[config.mk]
export PLATFORM = sky130hd
export DESIGN_NAME = edge_irq_ctrl
export DESIGN_NICKNAME = d
export VERILOG_FILES = /design/src/rtl/eic_pkg.sv /design/src/rtl/eic_port_mux.sv /design/src/rtl/eic_edge_det.sv /design/src/rtl/eic_regfile.sv /design/src/rtl/edge_irq_ctrl.sv
export SDC_FILE = /design/constraint.sdc
export NUM_CORES = 1
export LEC_CHECK = 0
export ABC_AREA = 1
export BUFFER_PORTS_ARGS = -buffer_cell sky130_fd_sc_hd__buf_2
export CAP_MARGIN = 25
export CORE_ASPECT_RATIO = 0.8
export CORE_MARGIN = 5
export CORE_UTILIZATION = 35
export CTS_CLUSTER_DIAMETER = 100
export DETAILED_ROUTE_END_ITERATION = 6
export GPL_TIMING_DRIVEN = 0
export PLACE_DENSITY_LB_ADDON = 0.08
export SYNTH_ARGS = -nofsm -noshare
export SYNTH_HDL_FRONTEND = slang
export SYNTH_SLANG_ARGS = --single-unit
[constraint.sdc]
create_clock -name clk -period 1.6 [get_ports clk]
set_input_delay 0.16 -clock clk [delete_from_list [all_inputs] [get_ports clk]]
set_output_delay 0.16 -clock clk [all_outputs]
set_load 0.005 [all_outputs]
[src/rtl/eic_pkg.sv]
`timescale 1ns/1ps
package eic_pkg;
    localparam int LINE_N         = 32;
    localparam int MUX_N          = 9;
    localparam int WIDE_N         = 5;
    localparam int FIELDS_PER_REG = 4;
    localparam int FIELD_STRIDE   = 8;
    localparam int SEL_REGS       = (MUX_N + FIELDS_PER_REG - 1) / FIELDS_PER_REG;
    localparam int ADDR_W         = 4;
    localparam int SEL_BASE       = 6;
    localparam int AUX_N          = LINE_N - MUX_N;

    localparam logic [LINE_N-1:0] LINE_IMPL  = 32'h200F_FFFF;
    localparam logic [LINE_N-1:0] IRQ_EN_RST = 32'h200E_0000;

    typedef enum logic [ADDR_W-1:0] {
        A_IRQ_EN  = 4'd0,
        A_EVT_EN  = 4'd1,
        A_RISE_EN = 4'd2,
        A_FALL_EN = 4'd3,
        A_SW_TRIG = 4'd4,
        A_PENDING = 4'd5
    } reg_addr_e;

    typedef logic [1:0] port_code_t;
    localparam port_code_t PORT_A = 2'd0;
    localparam port_code_t PORT_B = 2'd1;
    localparam port_code_t PORT_F = 2'd2;

    typedef struct packed {
        logic [LINE_N-1:0] irq_en;
        logic [LINE_N-1:0] evt_en;
        logic [LINE_N-1:0] rise_en;
        logic [LINE_N-1:0] fall_en;
        logic [LINE_N-1:0] sw_trig;
        logic [LINE_N-1:0] pending;
        logic [LINE_N-1:0] evt;
        logic [SEL_REGS-1:0][LINE_N-1:0] sel;
    } ctl_state_t;

    // Writable bits of select register r: bit 0 of every field, bit 1 for wide fields.
    function automatic logic [LINE_N-1:0] sel_wmask(input int r);
        logic [LINE_N-1:0] m;
        m = '0;
        for (int i = 0; i < MUX_N; i++) begin
            if (i / FIELDS_PER_REG == r) begin
                m[FIELD_STRIDE * (i % FIELDS_PER_REG)] = 1'b1;
                if (i < WIDE_N) m[FIELD_STRIDE * (i % FIELDS_PER_REG) + 1] = 1'b1;
            end
        end
        return m;
    endfunction
endpackage

[src/rtl/eic_port_mux.sv]
`timescale 1ns/1ps
module eic_port_mux #(
    parameter int N = 9
) (
    input  logic [N-1:0]   port_a,
    input  logic [N-1:0]   port_b,
    input  logic [N-1:0]   port_f,
    input  logic [2*N-1:0] sel_code,
    output logic [N-1:0]   line_out
);
    import eic_pkg::*;

    for (genvar i = 0; i < N; i++) begin : g_line
        always_comb begin
            case (port_code_t'(sel_code[2*i +: 2]))
                PORT_A:  line_out[i] = port_a[i];
                PORT_B:  line_out[i] = port_b[i];
                PORT_F:  line_out[i] = port_f[i];
                default: line_out[i] = 1'b0;
            endcase
        end
    end
endmodule

[src/rtl/eic_edge_det.sv]
`timescale 1ns/1ps
module eic_edge_det #(
    parameter int W = 32
) (
    input  logic         clk,
    input  logic         rst_n,
    input  logic [W-1:0] raw_in,
    output logic [W-1:0] rise_o,
    output logic [W-1:0] fall_o
);
    typedef struct packed {
        logic [W-1:0] s1;
        logic [W-1:0] s2;
        logic [W-1:0] prev;
    } sync_t;

    sync_t sync_d, sync_q;

    always_comb begin
        sync_d      = sync_q;
        sync_d.s1   = raw_in;
        sync_d.s2   = sync_q.s1;
        sync_d.prev = sync_q.s2;
    end

    always_ff @(posedge clk or negedge rst_n) begin
        if (!rst_n) sync_q <= '0;
        else        sync_q <= sync_d;
    end

    assign rise_o = sync_q.s2 & ~sync_q.prev;
    assign fall_o = ~sync_q.s2 & sync_q.prev;

    // a detected rising edge is followed by a high history bit
    p_rise_hist_r3: assert property (@(posedge clk) disable iff (!rst_n)
        (rise_o != '0) |=> ((sync_q.prev & $past(rise_o)) == $past(rise_o)));
endmodule

[src/rtl/eic_regfile.sv]
`timescale 1ns/1ps
module eic_regfile
    import eic_pkg::*;
(
    input  logic                clk,
    input  logic                rst_n,
    input  logic [ADDR_W-1:0]   bus_addr,
    input  logic [LINE_N-1:0]   bus_wdata,
    input  logic                bus_we,
    output logic [LINE_N-1:0]   bus_rdata,
    input  logic [LINE_N-1:0]   rise_det,
    input  logic [LINE_N-1:0]   fall_det,
    output logic [2*MUX_N-1:0]  sel_code,
    output logic [LINE_N-1:0]   irq_o,
    output logic [LINE_N-1:0]   evt_o
);
    ctl_state_t st_d, st_q;

    logic              wr_irq, wr_evt, wr_rise, wr_fall, wr_swt, wr_pend;
    logic [LINE_N-1:0] trig, hw_set, sw_new, sw_set, clr;

    always_comb begin
        wr_irq  = bus_we && (bus_addr == A_IRQ_EN);
        wr_evt  = bus_we && (bus_addr == A_EVT_EN);
        wr_rise = bus_we && (bus_addr == A_RISE_EN);
        wr_fall = bus_we && (bus_addr == A_FALL_EN);
        wr_swt  = bus_we && (bus_addr == A_SW_TRIG);
        wr_pend = bus_we && (bus_addr == A_PENDING);

        trig   = ((rise_det & st_q.rise_en) | (fall_det & st_q.fall_en)) & LINE_IMPL;
        hw_set = (wr_rise || wr_fall) ? '0 : trig;
        sw_new = wr_swt ? (bus_wdata & ~st_q.sw_trig & LINE_IMPL) : '0;
        sw_set = sw_new & st_q.irq_en;
        clr    = wr_pend ? (bus_wdata & LINE_IMPL) : '0;

        st_d = st_q;
        if (wr_irq)  st_d.irq_en  = bus_wdata & LINE_IMPL;
        if (wr_evt)  st_d.evt_en  = bus_wdata & LINE_IMPL;
        if (wr_rise) st_d.rise_en = bus_wdata & LINE_IMPL;
        if (wr_fall) st_d.fall_en = bus_wdata & LINE_IMPL;
        st_d.sw_trig = (st_q.sw_trig & ~clr) | sw_new;
        st_d.pending = (st_q.pending & ~clr) | hw_set | sw_set;
        st_d.evt     = trig & st_q.evt_en;
        for (int r = 0; r < SEL_REGS; r++) begin
            if (bus_we && (bus_addr == ADDR_W'(SEL_BASE + r)))
                st_d.sel[r] = bus_wdata & sel_wmask(r);
        end
    end

    always_ff @(posedge clk or negedge rst_n) begin
        if (!rst_n) begin
            st_q        <= '0;
            st_q.irq_en <= IRQ_EN_RST;
        end else begin
            st_q <= st_d;
        end
    end

    always_comb begin
        bus_rdata = '0;
        case (bus_addr)
            A_IRQ_EN:  bus_rdata = st_q.irq_en;
            A_EVT_EN:  bus_rdata = st_q.evt_en;
            A_RISE_EN: bus_rdata = st_q.rise_en;
            A_FALL_EN: bus_rdata = st_q.fall_en;
            A_SW_TRIG: bus_rdata = st_q.sw_trig;
            A_PENDING: bus_rdata = st_q.pending;
            default: begin
                for (int r = 0; r < SEL_REGS; r++) begin
                    if (bus_addr == ADDR_W'(SEL_BASE + r)) bus_rdata = st_q.sel[r];
                end
            end
        endcase
    end

    for (genvar i = 0; i < MUX_N; i++) begin : g_code
        localparam int R   = i / FIELDS_PER_REG;
        localparam int OFF = FIELD_STRIDE * (i % FIELDS_PER_REG);
        assign sel_code[2*i +: 2] = st_q.sel[R][OFF +: 2];
    end

    assign irq_o = st_q.pending & st_q.irq_en;
    assign evt_o = st_q.evt;

    // unpopulated positions never hold state
    p_unimpl_zero_r2: assert property (@(posedge clk) disable iff (!rst_n)
        ((st_q.irq_en | st_q.evt_en | st_q.rise_en | st_q.fall_en
          | st_q.sw_trig | st_q.pending) & ~LINE_IMPL) == '0);

    // acknowledged bits are clear afterwards unless re-triggered that cycle
    p_w1c_r5: assert property (@(posedge clk) disable iff (!rst_n)
        wr_pend |=> ((st_q.pending & $past(bus_wdata) & LINE_IMPL
                      & ~$past(hw_set | sw_set)) == '0));

    // with no acknowledge and no trigger, pending holds
    p_pend_hold_r5: assert property (@(posedge clk) disable iff (!rst_n)
        (!wr_pend && (hw_set | sw_set) == '0) |=> $stable(st_q.pending));

    // a trigger-enable write lets no new pending bit appear
    p_drop_on_cfg_r9: assert property (@(posedge clk) disable iff (!rst_n)
        (wr_rise || wr_fall) |=> ((st_q.pending & ~$past(st_q.pending)) == '0));

    // acknowledging pending also clears the software-trigger bit
    p_swt_ack_r8: assert property (@(posedge clk) disable iff (!rst_n)
        wr_pend |=> ((st_q.sw_trig & $past(bus_wdata)) == '0));
endmodule

[src/rtl/edge_irq_ctrl.sv]
`timescale 1ns/1ps
module edge_irq_ctrl
    import eic_pkg::*;
(
    input  logic                clk,
    input  logic                rst_n,
    input  logic [ADDR_W-1:0]   bus_addr,
    input  logic [LINE_N-1:0]   bus_wdata,
    input  logic                bus_we,
    output logic [LINE_N-1:0]   bus_rdata,
    input  logic [MUX_N-1:0]    port_a,
    input  logic [MUX_N-1:0]    port_b,
    input  logic [MUX_N-1:0]    port_f,
    input  logic [AUX_N-1:0]    aux_in,
    output logic [LINE_N-1:0]   irq_o,
    output logic [LINE_N-1:0]   evt_o
);
    logic [2*MUX_N-1:0] sel_code;
    logic [MUX_N-1:0]   mux_line;
    logic [LINE_N-1:0]  line_raw, rise_det, fall_det;

    eic_port_mux #(.N(MUX_N)) u_mux (
        .port_a   (port_a),
        .port_b   (port_b),
        .port_f   (port_f),
        .sel_code (sel_code),
        .line_out (mux_line)
    );

    assign line_raw = {aux_in, mux_line};

    eic_edge_det #(.W(LINE_N)) u_edge (
        .clk    (clk),
        .rst_n  (rst_n),
        .raw_in (line_raw),
        .rise_o (rise_det),
        .fall_o (fall_det)
    );

    eic_regfile u_regs (
        .clk       (clk),
        .rst_n     (rst_n),
        .bus_addr  (bus_addr),
        .bus_wdata (bus_wdata),
        .bus_we    (bus_we),
        .bus_rdata (bus_rdata),
        .rise_det  (rise_det),
        .fall_det  (fall_det),
        .sel_code  (sel_code),
        .irq_o     (irq_o),
        .evt_o     (evt_o)
    );
endmodule

==> run_results.csv <==
group,metric,value,unit
grt,grt_overflow_total,0,
routing,drtPass1Iterations,5,
logic_synthesis,ys_seq_area_share,55.5,%
clocking,worstSkewPairLatency,0.52,ns
cells_and_area,antenna_cells,0,
die,fp.dieW,200,microns
cells_and_area,post-route-util,46.6,%
clocking,cts-root-buf,"clkbuf_16",
placed_design,dp_slack,-0.632,ns
routing,routed_wirelength,32.5,mm
die,design.core.area,28400,sq um
worst_setup_path,crit_fanout,2,
clocking,cts_tree,"done",
worst_setup_path,cpPeakStageDelay,0.54,ns
sta,hold_viol_final,0,
sta,slew_headroom,50.8,%
die,die_h,162,microns
power_and_ir_drop,power.total,15.7,mW
logic_synthesis,synth_flop_cell,"dfrtp_1",
cells_and_area,drive_gt1_share,23.1,%
worst_setup_path,cp.arrival,1.49,ns
cells_and_area,final_nets,1602,
power_and_ir_drop,power_density,1180,nW/um^2
placed_design,gp_congestion,0.791,
worst_setup_path,worstSetupPathType,"flip-flop to output port",
logic_synthesis,synthCells,1226,
sta,final.setup.worst_slack,-0.0475,ns
worst_setup_path,critPathCaptureType,"output port",
power_and_ir_drop,p_leak,6.97,nW
sta,worst_pin_slew,0.738,ns
die,ios,185,
logic_synthesis,ys_seq_elements,224,
routing,ant_nets,0,
placed_design,hpwl,21.8,mm
sta,fmax,607,MHz
logic_synthesis,avgSynthCellArea,8.25,sq um
clocking,clkTransAtPathRegs,0.06,ns
flow_run,maxCapViolCount,0,
outcome,status,"finished with violations",
min_path,hp-class,"input pin to flip-flop",
worst_setup_path,path_cells,"nand3_2 > nand2_2 > nor2_2 > nand3b_1 > buf_2",
clocking,cts_buffer_depth,3,
logic_synthesis,ys_warn_count,0,
routing,drt_iter0_drc,593,
logic_synthesis,ys_types,25,
routing,detail_route.wl_per_cell,17.1,microns
grt,grt_antenna_before_repair,3,
grt,grt.total_usage,19.8,%
sta,finalSetupViolCount,2,
sta,min_period_over_period,103,%
worst_setup_path,cpMaxStageDelayCell,"dfstp_2",
grt,first_global_vias,8474,
routing,drc,0,
sta,slew_viol_final,0,
die,dieArea,32400,sq um
routing,vias_per_cell,4.67,
clocking,cts-htree-levels,1,
clocking,clkSinkCount,224,
sta,skew,0.00941,ns
logic_synthesis,synth-async-reset-ratio,100,%
die,std_cell_rows,55,
logic_synthesis,synth_edf_count,0,
die,start_util,35.6,%
sta,rsz0062_at_grt,"yes",
sta,period_needed,1.65,ns
routing,dr_total_vias,8883,
clocking,cts-buffers-inserted,25,
logic_synthesis,synthesis.area,10100,sq um
power_and_ir_drop,irDropWorstVdd,0.928,mV
cells_and_area,fin_cells,1901,
worst_setup_path,required,1.44,ns
cells_and_area,synthToLayoutAreaGrowth,31.0,%
placed_design,io_buffers,128,
grt,grt_pass1_wl,49.5,mm
outcome,violations,"setup timing",
worst_setup_path,cp-start-kind,"flip-flop",
placed_design,place_inst,1755,
grt,grt_max_degree,115,
## routing by layer
layer,global-route usage (%),up-vias,part of all wire (%)
met5,0,-,0.12
met4,3.89,6,1.9
met3,4.13,47,7.2
met2,29.8,312,44
met1,29.7,4167,47
li1,-,4351,-
## state kept, by name, summed over array words and instances, names as in the netlist
name and cells:
u_edge.sync_d 42, u_edge.sync_q 21, u_regs.st_q 126, u_regs.sel_code 14, u_regs.evt_o 21
## cell families after synthesis
logic type	Yosys count	synth area share [%]
buf+inv	220	10.7
mux	3	0.334
flops	224	55.5
simple gates	635	26.3
other cells	1	0.0371
compound gates	143	7.16
## through the flow
step | cell area [sq um] | TNS, ns | hold slack (ns)
2_1_floorplan | 10200 | 0 | -0.136
5_1_grt | 13200 | -0.543 | 0.0671
4_1_cts | 12900 | -0.0901 | 0.0225
3_5_place_dp | 11400 | -16.79 | 0.269
3_3_place_gp | 11300 | -860.92 | 0.268
6_report | 13200 | -0.0780 | 0.0602
## what timing repair did
item,in CTS,in global routing
endpoints found under the setup margin,21,70
gates cloned,0,0
gates resized for setup,22,46
pin swaps,11,18
endpoints found under the hold margin,188,0
setup buffers,18,29
hold buffers,54,0
## worst paths after layout
| path | startpoint | endpoint | slack (ns) | cells past startpoint |
|---|---|---|---|---|
| setup / recovery | u_regs.st_q[305] | bus_rdata[17] | -0.05 | 5 |
| hold / removal | bus_addr[2] | u_regs.sel_code[16] | 0.06 | 4 |
| setup reg to reg | u_regs.sel_code[16] | u_edge.sync_d[40] | 0.14 | 3 |
| hold reg to reg | u_edge.sync_d[40] | u_edge.sync_d[8] | 0.35 | 0 |
| max in group asynchronous | rst_n | u_regs.evt_o[15] | 0.42 | 3 |
| min in group asynchronous | rst_n | u_edge.sync_d[40] | 0.21 | 2 |
## critical path, delay by kind of cell (launching register included)
| family | cells | cell delay (ns) |
|---|---|---|
| and+or+nand+nor | 4 | 0.30 |
| buffers and inverters | 1 | 0.12 |
| DFF | 1 | 0.54 |
## cell type report
type | instances | area (sq um)
fill | 2830 | 15200
sequential | 224 | 5610
multi-input combinational | 812 | 3630
timing repair buffer | 230 | 1600
clock buffer | 39 | 748
buffer | 93 | 677
inverter | 127 | 484
tap | 370 | 463
clock inverter | 6 | 32.5
## synthesized netlist by cell type, types with 2 or more instances
cell type / count / area [sq um]
clkbuf_1: 11 / 41.3
inv_1: 122 / 458
nand3_2: 2 / 20.0
nor2_4: 3 / 33.8
nor2_2: 6 / 37.5
mux2_2: 3 / 33.8
dfstp_2: 4 / 105
nand3_1: 142 / 711
o31ai_1: 2 / 15.0
and2_1: 9 / 56.3
nor2_1: 67 / 251
nand2_1: 398 / 1490
o21ai_0: 82 / 410
nand3b_1: 2 / 15.0
buf_2: 22 / 110
nand2_2: 4 / 25.0
dfrtp_1: 220 / 5510
inv_2: 5 / 18.8
buf_4: 59 / 443
o21ai_1: 58 / 290
## report_power, final
part / switching (mW) / internal [mW] / leakage [nW] / total [mW]
sequential: 0.728 / 6.65 / 2.72 / 7.37
clock: 2.32 / 3.20 / 0.386 / 5.51
combinational: 1.46 / 1.32 / 3.87 / 2.78
## placed cells by master (no fill, tap or decap), types with 31 or more instances in the layout
cell | synthesis | routed
buf_2 | 22 | 140
buf_4 | 59 | 103
conb_1 | 1 | 31
dfrtp_1 | 220 | 219
dlygate4sd3_1 | 0 | 54
inv_1 | 122 | 121
nand2_1 | 398 | 386
nand3_1 | 142 | 136
nor2_1 | 67 | 61
o21ai_0 | 82 | 78
o21ai_1 | 58 | 62
Note: power is estimated with default switching activity, not from simulation.
